`src/rtl/trace_pkg.sv`:
```
package trace_pkg;

    typedef enum logic [1:0] {
        TM_OFF  = 2'b00,
        TM_FLOW = 2'b01,
        TM_ALL  = 2'b10,
        TM_RSVD = 2'b11
    } trace_mode_e;

    typedef struct packed {
        logic cof;
        logic sr_write;
        logic bkpt;
        logic bkpt_sub_cof;
    } instr_class_t;

    // A breakpoint takes its flow class from the substituted opcode.
    function automatic logic flow_change(instr_class_t c);
        return (c.bkpt ? c.bkpt_sub_cof : c.cof) | c.sr_write;
    endfunction

    function automatic logic trace_wanted(trace_mode_e m, instr_class_t c);
        logic r;
        case (m)
            TM_FLOW: r = flow_change(c);
            TM_ALL:  r = 1'b1;
            default: r = 1'b0;
        endcase
        return r;
    endfunction

endpackage

```
`src/rtl/trc_mode_latch.sv`:
```
module trc_mode_latch
    import trace_pkg::*;
(
    input  logic        clk,
    input  logic        rst,
    input  logic [1:0]  mode_bits,
    input  logic        start,
    input  logic        done,
    output trace_mode_e held_mode,
    output logic        busy,
    output logic        retire
);
    assign retire = done & busy;

    always_ff @(posedge clk) begin
        if (rst) begin
            held_mode <= TM_OFF;
            busy      <= 1'b0;
        end else begin
            if (start) begin
                held_mode <= trace_mode_e'(mode_bits);
                busy      <= 1'b1;
            end else if (done) begin
                busy      <= 1'b0;
            end
        end
    end
endmodule

```
`src/rtl/trc_decide.sv`:
```
module trc_decide
    import trace_pkg::*;
(
    input  logic         retire,
    input  trace_mode_e  held_mode,
    input  instr_class_t cls,
    output logic         raise
);
    always_comb begin
        raise = retire & trace_wanted(held_mode, cls);
    end
endmodule

```
`src/rtl/trc_request.sv`:
```
module trc_request #(
    parameter int VEC_W        = 8,
    parameter int TRACE_VECTOR = 9
) (
    input  logic             clk,
    input  logic             rst,
    input  logic             raise,
    input  logic             ack,
    output logic             req,
    output logic [VEC_W-1:0] vector
);
    localparam logic [VEC_W-1:0] VEC_VAL = VEC_W'(TRACE_VECTOR);

    always_ff @(posedge clk) begin
        if (rst)        req <= 1'b0;
        else if (raise) req <= 1'b1;
        else if (ack)   req <= 1'b0;
    end

    assign vector = req ? VEC_VAL : '0;
endmodule

```
`src/rtl/trace_exc_ctrl.sv`:
```
module trace_exc_ctrl
    import trace_pkg::*;
#(
    parameter int VEC_W        = 8,
    parameter int TRACE_VECTOR = 9
) (
    input  logic             clk,
    input  logic             rst,
    input  logic [1:0]       mode_bits,
    input  logic             instr_start,
    input  logic             instr_done,
    input  logic             is_cof,
    input  logic             is_sr_write,
    input  logic             is_bkpt,
    input  logic             bkpt_sub_cof,
    input  logic             trace_ack,
    output logic             trace_req,
    output logic [VEC_W-1:0] trace_vector
);
    trace_mode_e  held_mode;
    logic         busy;
    logic         retire;
    logic         raise;
    instr_class_t cls;

    assign cls = '{cof: is_cof, sr_write: is_sr_write,
                   bkpt: is_bkpt, bkpt_sub_cof: bkpt_sub_cof};

    trc_mode_latch u_latch (
        .clk(clk), .rst(rst), .mode_bits(mode_bits),
        .start(instr_start), .done(instr_done),
        .held_mode(held_mode), .busy(busy), .retire(retire)
    );

    trc_decide u_decide (
        .retire(retire), .held_mode(held_mode), .cls(cls), .raise(raise)
    );

    trc_request #(.VEC_W(VEC_W), .TRACE_VECTOR(TRACE_VECTOR)) u_req (
        .clk(clk), .rst(rst), .raise(raise), .ack(trace_ack),
        .req(trace_req), .vector(trace_vector)
    );
endmodule

```
`config.mk`:
```
export PLATFORM = sky130hd
export DESIGN_NAME = trace_exc_ctrl
export DESIGN_NICKNAME = d
export VERILOG_FILES = /design/src/rtl/trace_pkg.sv /design/src/rtl/trc_mode_latch.sv /design/src/rtl/trc_decide.sv /design/src/rtl/trc_request.sv /design/src/rtl/trace_exc_ctrl.sv
export SDC_FILE = /design/constraint.sdc
export NUM_CORES = 1
export LEC_CHECK = 0
export ABC_AREA = 1
export BUFFER_PORTS_ARGS = -buffer_cell sky130_fd_sc_hd__buf_2
export CORE_AREA = 2 2 39 41
export DETAILED_ROUTE_END_ITERATION = 10
export DIE_AREA = 0 0 41 43
export GPL_TIMING_DRIVEN = 0
export HOLD_SLACK_MARGIN = 0.15
export PLACE_DENSITY = 0.59
export SLEW_MARGIN = 20
export SYNTH_ARGS = -nofsm -noshare
export SYNTH_HDL_FRONTEND = slang
export SYNTH_SLANG_ARGS = --single-unit
```
`constraint.sdc`:
```
create_clock -name clk -period 2.36 [get_ports clk]
set_input_delay 0.236 -clock clk [delete_from_list [all_inputs] [get_ports clk]]
set_output_delay 0.236 -clock clk [all_outputs]
set_load 0.01 [all_outputs]
```
==> results.md, run 1 <==
- CTS tree: yes
- Final Critical Period: 1088 ps
- Critical path's slowest cell: dfxtp_1
- Core Rows: 14
- Port Buffers: 13
- End of the worst hold path: u_req.req
- Die Wd: 41 µm
- Arrival time of the worst setup path: 1260 ps
- Routed via count: 257
- CTS buffer count: 3
- Synth-to-Final Area Change: 45.29%
- Fmax: 918.8 MHz
- Worst r2r path cells: 5
- Area of the die: 1763 µm²
- Pin count of the biggest net entering global routing: 6
- Post-synth EDFFs: 0
- Worst-Skew Late Latency: 230 ps
- Dominant synthesized flop cell: dfxtp_1
- Simple-gate share of the synthesized area: 0.1839
- Cell variety after synth: 12
- CTS clk-pin slew, worst paths: 40 ps
- Final GP Congestion: 0.7287
- Mapped cell area: 279.0 µm²
- #FFs+latches synth: 4
- Yosys warnings: 0
- Core area: 1384 µm²
- Max rail drop VDD: 0.0002610 V
- Vias/cell: 3.427
- Post-synthesis mux area share: 0
- Top cells by count, synth: buf_4 (8), inv_1 (8), nand2_1 (7)
- Final WL: 436 µm
- Share of layout cells above drive strength 1: 0.4407
- Die H: 43 µm
- Max FO, Critical Path: 2
- Post-Route Setup TNS: 0 ps
- CP Class: reg -> reg
- Register area share after synthesis: 0.2870
- R2R Path Start: u_latch.held_mode[0]
- Post-route non-filler standard cell count: 75
- Post-Synth Adder-Cell Area: 0.08969
- Max Slew Vio Count: 0
- Drt pass-1 iters: 2
- Min-delay src: rst
- Vias in the first global route: 200
- HPWL after DPL: 368.2 µm
- Initial antenna violation count: 0
- Status: complete, no violations
- Fill cells: 160
- Compound-Gate Fraction of Synth Area: 0.1031
- Crit start category: flip-flop
- Xor-xnor portion of the synthesized cell area: 0
- Fin crit share: 0.4612
- Max Cap Viol: 0
- FF-to-FF setup slack: 1270 ps
- R2r endpoint: u_req.req
- Antenna diode instance count: 0
- WL per Instance: 5.813 µm
- Largest family of logic cells by synthesized area: buffers and inverters
- Static Leak: 0.0002410 µW
- Final instance area: 405.4 µm²
- Data required, critical path: 2530 ps
- Total Routing Usage GR: 0.06727
- RSZ-0062 raised after global routing: false
- Nets: 74
- Final setup violation count: 0
- Post-route ant nets: 0
- Syn_area_per_cell: 7.343 µm²
- Postcts setup bufs: 0
- Post-route DRC: 0
- Share of the synthesized area in the top cell type: 0.2870
- Worst Setup End Kind: flip-flop
- IO Count: 20
- Hold depth: 2
- First-pass GRT wire length: 696 µm
- DP Cell Count: 72
- Root Driver: clkbuf_4
- GRT overflow: 0
- Iter 0 DRT Violations: 3
- Power density cells: 477.0 nW/µm²
- CP peak stage delay: 320 ps
- Final hold vios: 0
- Post-layout util: 0.2929
- Placed cell area: 382.9 µm²
- H-tree depth: 1
- Top cells by area, synth: dfxtp_1 (29%), buf_4 (22%), inv_1 (11%)
- Post-synth ARST share: 0
- Final Power: 193.4 µW
- Clock net sink count: 4
- Starting density of the core: 0.2016
- Max Buffers Root-to-Sink: 2
- Skew final: 5.126 ps
- Post_cts resized: 0
- Worst Hold Class: in -> reg
- Synth area leader: dfxtp_1
- Post-CTS Hold Fix Bufs: 0
- CP Cell Sequence: inv_1 > ha_1 > nor3b_2 > nand2_1 > a21oi_2
- Cells after Synth: 38
## final cells by class
cell class / instances / area [µm²] / area share
Buffer: 8 / 60.06 / 0.1481
Clock buffer: 3 / 22.52 / 0.05556
Inverter: 8 / 30.03 / 0.07407
Multi-Input combinational cell: 23 / 127.6 / 0.3148
Sequential cell: 4 / 80.08 / 0.1975
Tap cell: 16 / 20.02 / 0.04938
Timing Repair Buffer: 13 / 65.06 / 0.1605
## layer usage
metal | share of wire | vias to the layer above | track usage
li1 | - | 144 | -
met1 | 0.48 | 95 | 0.06431
met2 | 0.33 | 18 | 0.08125
met3 | 0.18 | 0 | 0.07853
met4 | 0 | 0 | 0.04000
met5 | 0 | - | 0
## logic make-up (layout without fill, tap and decap cells)
family,count (synthesis),in the layout
other cells,1,6
simple gates,11,11
flops,4,4
fa+ha+maj,2,2
buf+inv,16,32
compound gates,4,4
## flip-flops by register name, indices dropped and copies added (netlist names)
| name | cells |
|---|---|
| u_req.req | 1 |
| u_latch.held_mode | 2 |
| u_latch.busy | 1 |
## cell usage in the layout, fill, tap and decap left out
master,netlist,layout
buf_2,0,13
inv_1,8,8
buf_4,8,8
nand2_1,7,7
conb_1,1,6
dfxtp_1,4,4
clkbuf_4,0,3
nor2_1,2,2
a211oi_1,2,2
ha_1,2,2
a21oi_1,1,1
nand3_1,1,1
nor3b_2,1,1
a21oi_2,1,1
## critical path: cells and delay by family (launching register included)
kind | cells | cell delay [ps]
flip-flops | 1 | 320
AND/OR/NAND/NOR | 2 | 250
buffers and inverters | 1 | 60
AO/OA/AOI/OAI | 1 | 100
adder cells (fa/ha/maj) | 1 | 290
## stage by stage
stage,hold slack (ps),setup WS (ps)
6_report,215.6,1272
4_1_cts,202.8,1257
3_3_place_gp,450.3,1283
2_1_floorplan,298.4,1322
3_5_place_dp,453.4,1271
5_1_grt,200.4,1168
## power breakdown
part	leakage, µW	internal (µW)	switching, µW	total, µW
clock network	0.0000138	56.7	26.0	82.7
registers	0.0000331	71.8	1.75	73.5
logic	0.000194	19.6	17.5	37.1
total	0.000241	148	45.2	193
## worst max-delay path by stage
| stage | endpoint | startpoint | cells after the start | slack [ps] |
|---|---|---|---|---|
| 4_1_cts | u_req.req | u_latch.held_mode[0] | 5 | 1260 |
| 5_1_grt | u_req.req | u_latch.held_mode[0] | 5 | 1170 |
| 6_report | u_req.req | u_latch.held_mode[0] | 5 | 1270 |
| 2_1_floorplan | u_req.req | u_latch.held_mode[0] | 5 | 1320 |
| 3_3_place_gp | u_req.req | u_latch.held_mode[0] | 5 | 1280 |
| 3_5_place_dp | u_req.req | u_latch.held_mode[0] | 5 | 1270 |
Power figures use the tool's default switching activity.
==> inputs of run 2 (changes only) <==
Settings changed: PLACE_DENSITY 0.59 to 0.6.
Clock period 2.36 ns to 1 ns, I/O delays scaled along.
==> results.md, run 2 (synthesized netlist as in run 1, its figures left out) <==
- Power density cells: 1040 nW/µm²
- H-tree depth: 1
- Sequential share of power: 0.356
- Die Wd: 41 µm
- Clock net sink count: 4
- FF-to-FF setup slack: 40 ps
- Starting density of the core: 0.2016
- Skew final: 3.937 ps
- Worst Setup End Kind: flip-flop
- Clock Power Share: 0.420
- Worst Hold Slack: 174.9 ps
- Top reg by flops: u_latch.held_mode
- Max rail drop VDD: 0.0008129 V
- RSZ-0062 raised after global routing: true
- Fin crit share: 0.9647
- Switching Power: 126.4 µW
- Area of the die: 1763 µm²
- Drt pass-1 iters: 3
- R2R Path Start: u_latch.held_mode[0]
- Total Routing Usage GR: 0.07329
- Final Power: 497.0 µW
- Most frequent cells in the layout: buf_2 (13), buf_4 (9), inv_1 (7), nand2_1 (7), conb_1 (6)
- Post-route non-filler standard cell count: 81
- CTS clk-pin slew, worst paths: 40 ps
- Crit start category: flip-flop
- First-pass GRT wire length: 752 µm
- Post-Route Setup TNS: 0 ps
- Min-delay src: instr_start
- Max reg flops: 2
- Max FO, Critical Path: 2
- Fmax: 1037 MHz
- Worst-Skew Late Latency: 240 ps
- Antenna diode instance count: 0
- Post-route DRC: 0
- Biggest regs: u_latch.held_mode: 2 flops, u_latch.busy: 1 flops, u_req.req: 1 flops
- Sw frac: 0.2543
- Hold depth: 3
- Static Leak: 0.0002669 µW
- Final WL: 520 µm
- Fill cells: 151
- Nets: 80
- Max Cap Viol: 0
- Vias in the first global route: 205
- IO Count: 20
- Data required, critical path: 1180 ps
- P_int: 370.6 µW
- Vias/cell: 3.383
- WL per Instance: 6.420 µm
- Synth-to-Final Area Change: 71.30%
- Port Buffers: 13
- Pin count of the biggest net entering global routing: 6
- Worst Hold Class: in -> reg
- FF+latch area: 82.58 µm²
- Status: complete, no violations
- Post-route ant nets: 0
- Root Driver: clkbuf_4
- Die H: 43 µm
- Final setup violation count: 0
- R2r endpoint: u_req.req
- Crit path launch: u_latch.held_mode[0]
- Share of power burned in combinational logic: 0.224
- Post-layout util: 0.3454
- End of the worst hold path: u_latch.busy
- Core Rows: 14
- Core area: 1384 µm²
- Max Slew Vio Count: 0
- Iter 0 DRT Violations: 4
- CP Class: reg -> reg
- Final GP Congestion: 0.7074
- HPWL after DPL: 366.8 µm
- DP Cell Count: 72
- Final hold vios: 0
- Initial antenna violation count: 0
- Final Critical Period: 964.7 ps
- Routed via count: 274
- Arrival time of the worst setup path: 1140 ps
- Worst r2r path cells: 5
- Multi-input logic area: 140.1 µm²
- GRT overflow: 0
- Share of layout cells above drive strength 1: 0.4769
- Commonest non-fill, non-tap cell in the layout: buf_2
- CTS tree: yes
- Max Buffers Root-to-Sink: 2
- CTS buffer count: 3
-- run 2: cell types whose count changed in the layout (fill, tap and decap cells not counted) --
| cell | previous run | this run |
|---|---|---|
| dlygate4sd3_1 | 0 | 5 |
| buf_4 | 8 | 9 |
| inv_1 | 8 | 7 |
| ha_1 | 2 | 1 |
| inv_2 | 0 | 1 |
| dfxtp_2 | 0 | 2 |
| ha_4 | 0 | 1 |
| dfxtp_1 | 4 | 2 |
-- run 2: routing by layer --
| metal | GRT usage | up-vias | part of all wire |
|---|---|---|---|
| li1 | - | 154 | - |
| met4 | 0.02000 | 0 | 0 |
| met5 | 0 | - | 0 |
| met3 | 0.09424 | 0 | 0.17 |
| met1 | 0.08360 | 102 | 0.46 |
| met2 | 0.08125 | 18 | 0.36 |
-- run 2: power by group through the flow --
| stage | Sequential [µW] | Combinational [µW] | Clock (µW) |
|---|---|---|---|
| 6_report | 177 | 111 | 209 |
| 5_1_grt | 177 | 128 | 239 |
| 4_1_cts | 176 | 107 | 220 |
| 3_5_place_dp | 176 | 87.6 | 0 |
| 3_3_place_gp | 176 | 86.4 | 0 |
| 2_1_floorplan | 175 | 60.3 | 0 |
-- run 2: worst max-delay path by stage --
stage	slack [ps]	cells past startpoint	end
4_1_cts	30	5	u_req.req
3_5_place_dp	-60	5	u_req.req
3_3_place_gp	-50	5	u_req.req
6_report	40	5	u_req.req
2_1_floorplan	0.7	5	u_req.req
5_1_grt	-20	5	u_req.req
-- run 2: worst max-delay path, stage by stage, from the launching register on --
cell,delay (ps)
dfxtp_2,330
inv_2,50
ha_4,200
nor3b_2,140
nand2_1,80
a21oi_2,100
-- run 2: layout make-up --
type / count / area share
well taps: 16 / 0.04188
inverters: 8 / 0.06283
flip-flops and latches: 4 / 0.1728
clock buffers: 3 / 0.04712
multi-input cells: 23 / 0.2932
repair buffers: 19 / 0.2565
plain buffers: 8 / 0.1257
-- run 2: repair_timing --
action	CTS	global route
cloned	0	0
endpoints found under the hold margin	4	0
setup endpoints to repair	1	1
setup buffers	0	1
pin swaps	1	1
hold buffers	5	0
resized for setup	3	1
-- run 2: per-stage QoR --
stage / setup slack (ps) / cell area (µm²)
finish: 35.26 / 478.0
global route: -15.89 / 478.0
CTS: 30.99 / 469.2
detailed placement: -60.49 / 382.9
global placement: -45.10 / 382.9
floorplan: 0.7179 / 297.8
==> inputs of run 3 (changes only) <==
Settings changed: PLACE_DENSITY 0.6 to 0.46.
==> results.md, run 3 (synthesized netlist as in run 1, its figures left out) <==
- Status: complete, no violations
- IO Count: 20
- Final hold vios: 0
- Worst Setup End Kind: flip-flop
- Post-route ant nets: 0
- Biggest regs: u_latch.held_mode: 2 flops, u_latch.busy: 1 flops, u_req.req: 1 flops
- Commonest non-fill, non-tap cell in the layout: buf_2
- Worst Hold Class: in -> reg
- Final Critical Period: 983.0 ps
- Power density cells: 1032 nW/µm²
- CTS tree: yes
- Data required, critical path: 1180 ps
- Root Driver: clkbuf_4
- Max FO, Critical Path: 2
- Max Buffers Root-to-Sink: 2
- Post-route non-filler standard cell count: 81
- Share of layout cells above drive strength 1: 0.4769
- Core area: 1384 µm²
- Max Slew Vio Count: 0
- DP Cell Count: 72
- H-tree depth: 1
- Final GP Congestion: 0.6913
- Skew final: 5.121 ps
- Fin crit share: 0.9830
- Worst Hold Slack: 187.4 ps
- Static Leak: 0.0002669 µW
- WL per Instance: 6.358 µm
- GRT overflow: 0
- HPWL after DPL: 366.3 µm
- Vias/cell: 3.321
- Drt pass-1 iters: 2
- Crit start category: flip-flop
- Min-delay src: instr_start
- Worst-Skew Late Latency: 240 ps
- Most frequent cells in the layout: buf_2 (13), buf_4 (9), inv_1 (7), nand2_1 (7), conb_1 (6)
- Arrival time of the worst setup path: 1160 ps
- Nets: 80
- Final setup violation count: 0
- CP Class: reg -> reg
- CTS clk-pin slew, worst paths: 40 ps
- Synth-to-Final Area Change: 71.30%
- Pin count of the biggest net entering global routing: 6
- Initial antenna violation count: 0
- Antenna diode instance count: 0
- Max rail drop VDD: 0.0008195 V
- Max reg flops: 2
- RSZ-0062 raised after global routing: true
- Fmax: 1017 MHz
- R2R Path Start: u_latch.held_mode[0]
- Post-Route Setup TNS: 0 ps
- Vias in the first global route: 175
- Starting density of the core: 0.2016
- Area of the die: 1763 µm²
- CTS buffer count: 3
- First-pass GRT wire length: 690 µm
- Clock net sink count: 4
- Max Cap Viol: 0
- Post-route DRC: 0
- Total Routing Usage GR: 0.06633
- Iter 0 DRT Violations: 3
- Core Rows: 14
- Final WL: 515 µm
- Die Wd: 41 µm
- Die H: 43 µm
- Routed via count: 269
- Crit path launch: u_latch.held_mode[0]
- Port Buffers: 13
- Top reg by flops: u_latch.held_mode
## run 3: cell counts in the layout (fill, tap and decap cells not counted)
Identical to the previous run, type by type.
## run 3: per-stage QoR
stage          setup slack, ps  total power [µW]    util  cell area [µm²]
3_3_place_gp            -44.79             263.6  0.2767            382.9
2_1_floorplan           0.7179             235.8       -            297.8
3_5_place_dp            -52.56             263.1  0.2767            382.9
6_report                 17.03             493.4  0.3454            478.0
5_1_grt                 -57.77             540.2  0.3454            478.0
4_1_cts                 -9.562             499.5  0.3445            476.7
## run 3: repair_timing
item | 4_1_cts | 5_1_grt
hold endpoints to repair | 4 | 0
setup buffers | 1 | 0
resized for setup | 3 | 1
pin swaps | 3 | 4
cloned | 0 | 0
endpoints found under the setup margin | 1 | 1
hold buffers | 5 | 0
## run 3: metal layers
layer  up-vias  part of all wire  GRT usage  routed length [µm]
met2        19              0.41    0.07500                 210
met1        94              0.43    0.07742                 223
met5         -                 0          0                   0
met3         0              0.16    0.07853                  81
li1        156                 -          -                   -
met4         0                 0    0.02000                   0
## run 3: path summary, 6_finish.rpt
| kind | to | slack [ps] | depth (start not counted) |
|---|---|---|---|
| worst max-delay path | u_req.req | 20 | 5 |
| worst min-delay path | u_latch.busy | 190 | 3 |
| worst max register to register | u_req.req | 20 | 5 |
| worst min register to register | u_latch.busy | 450 | 2 |
## run 3: power breakdown
part	internal, µW	leakage, µW	switching (µW)	total, µW
clock	135	0.0000138	70.4	205
combinational	65.9	0.000219	45.9	112
sequential	170	0.0000336	6.23	177
total	371	0.000267	123	493
## run 3: critical path, stage by stage (launching register included)
cell,delay (ps)
dfxtp_2,310
inv_2,70
ha_4,200
nor3b_2,140
nand2_1,80
a21oi_2,120
## run 3: layout make-up
| type | instances | area, µm² |
|---|---|---|
| repair buffers | 19 | 122.6 |
| plain buffers | 8 | 60.06 |
| well taps | 16 | 20.02 |
| multi-input cells | 23 | 140.1 |
| clock buffers | 3 | 22.52 |
| inverters | 8 | 30.03 |
| flip-flops and latches | 4 | 82.58 |
| fillers | 146 | 905.9 |
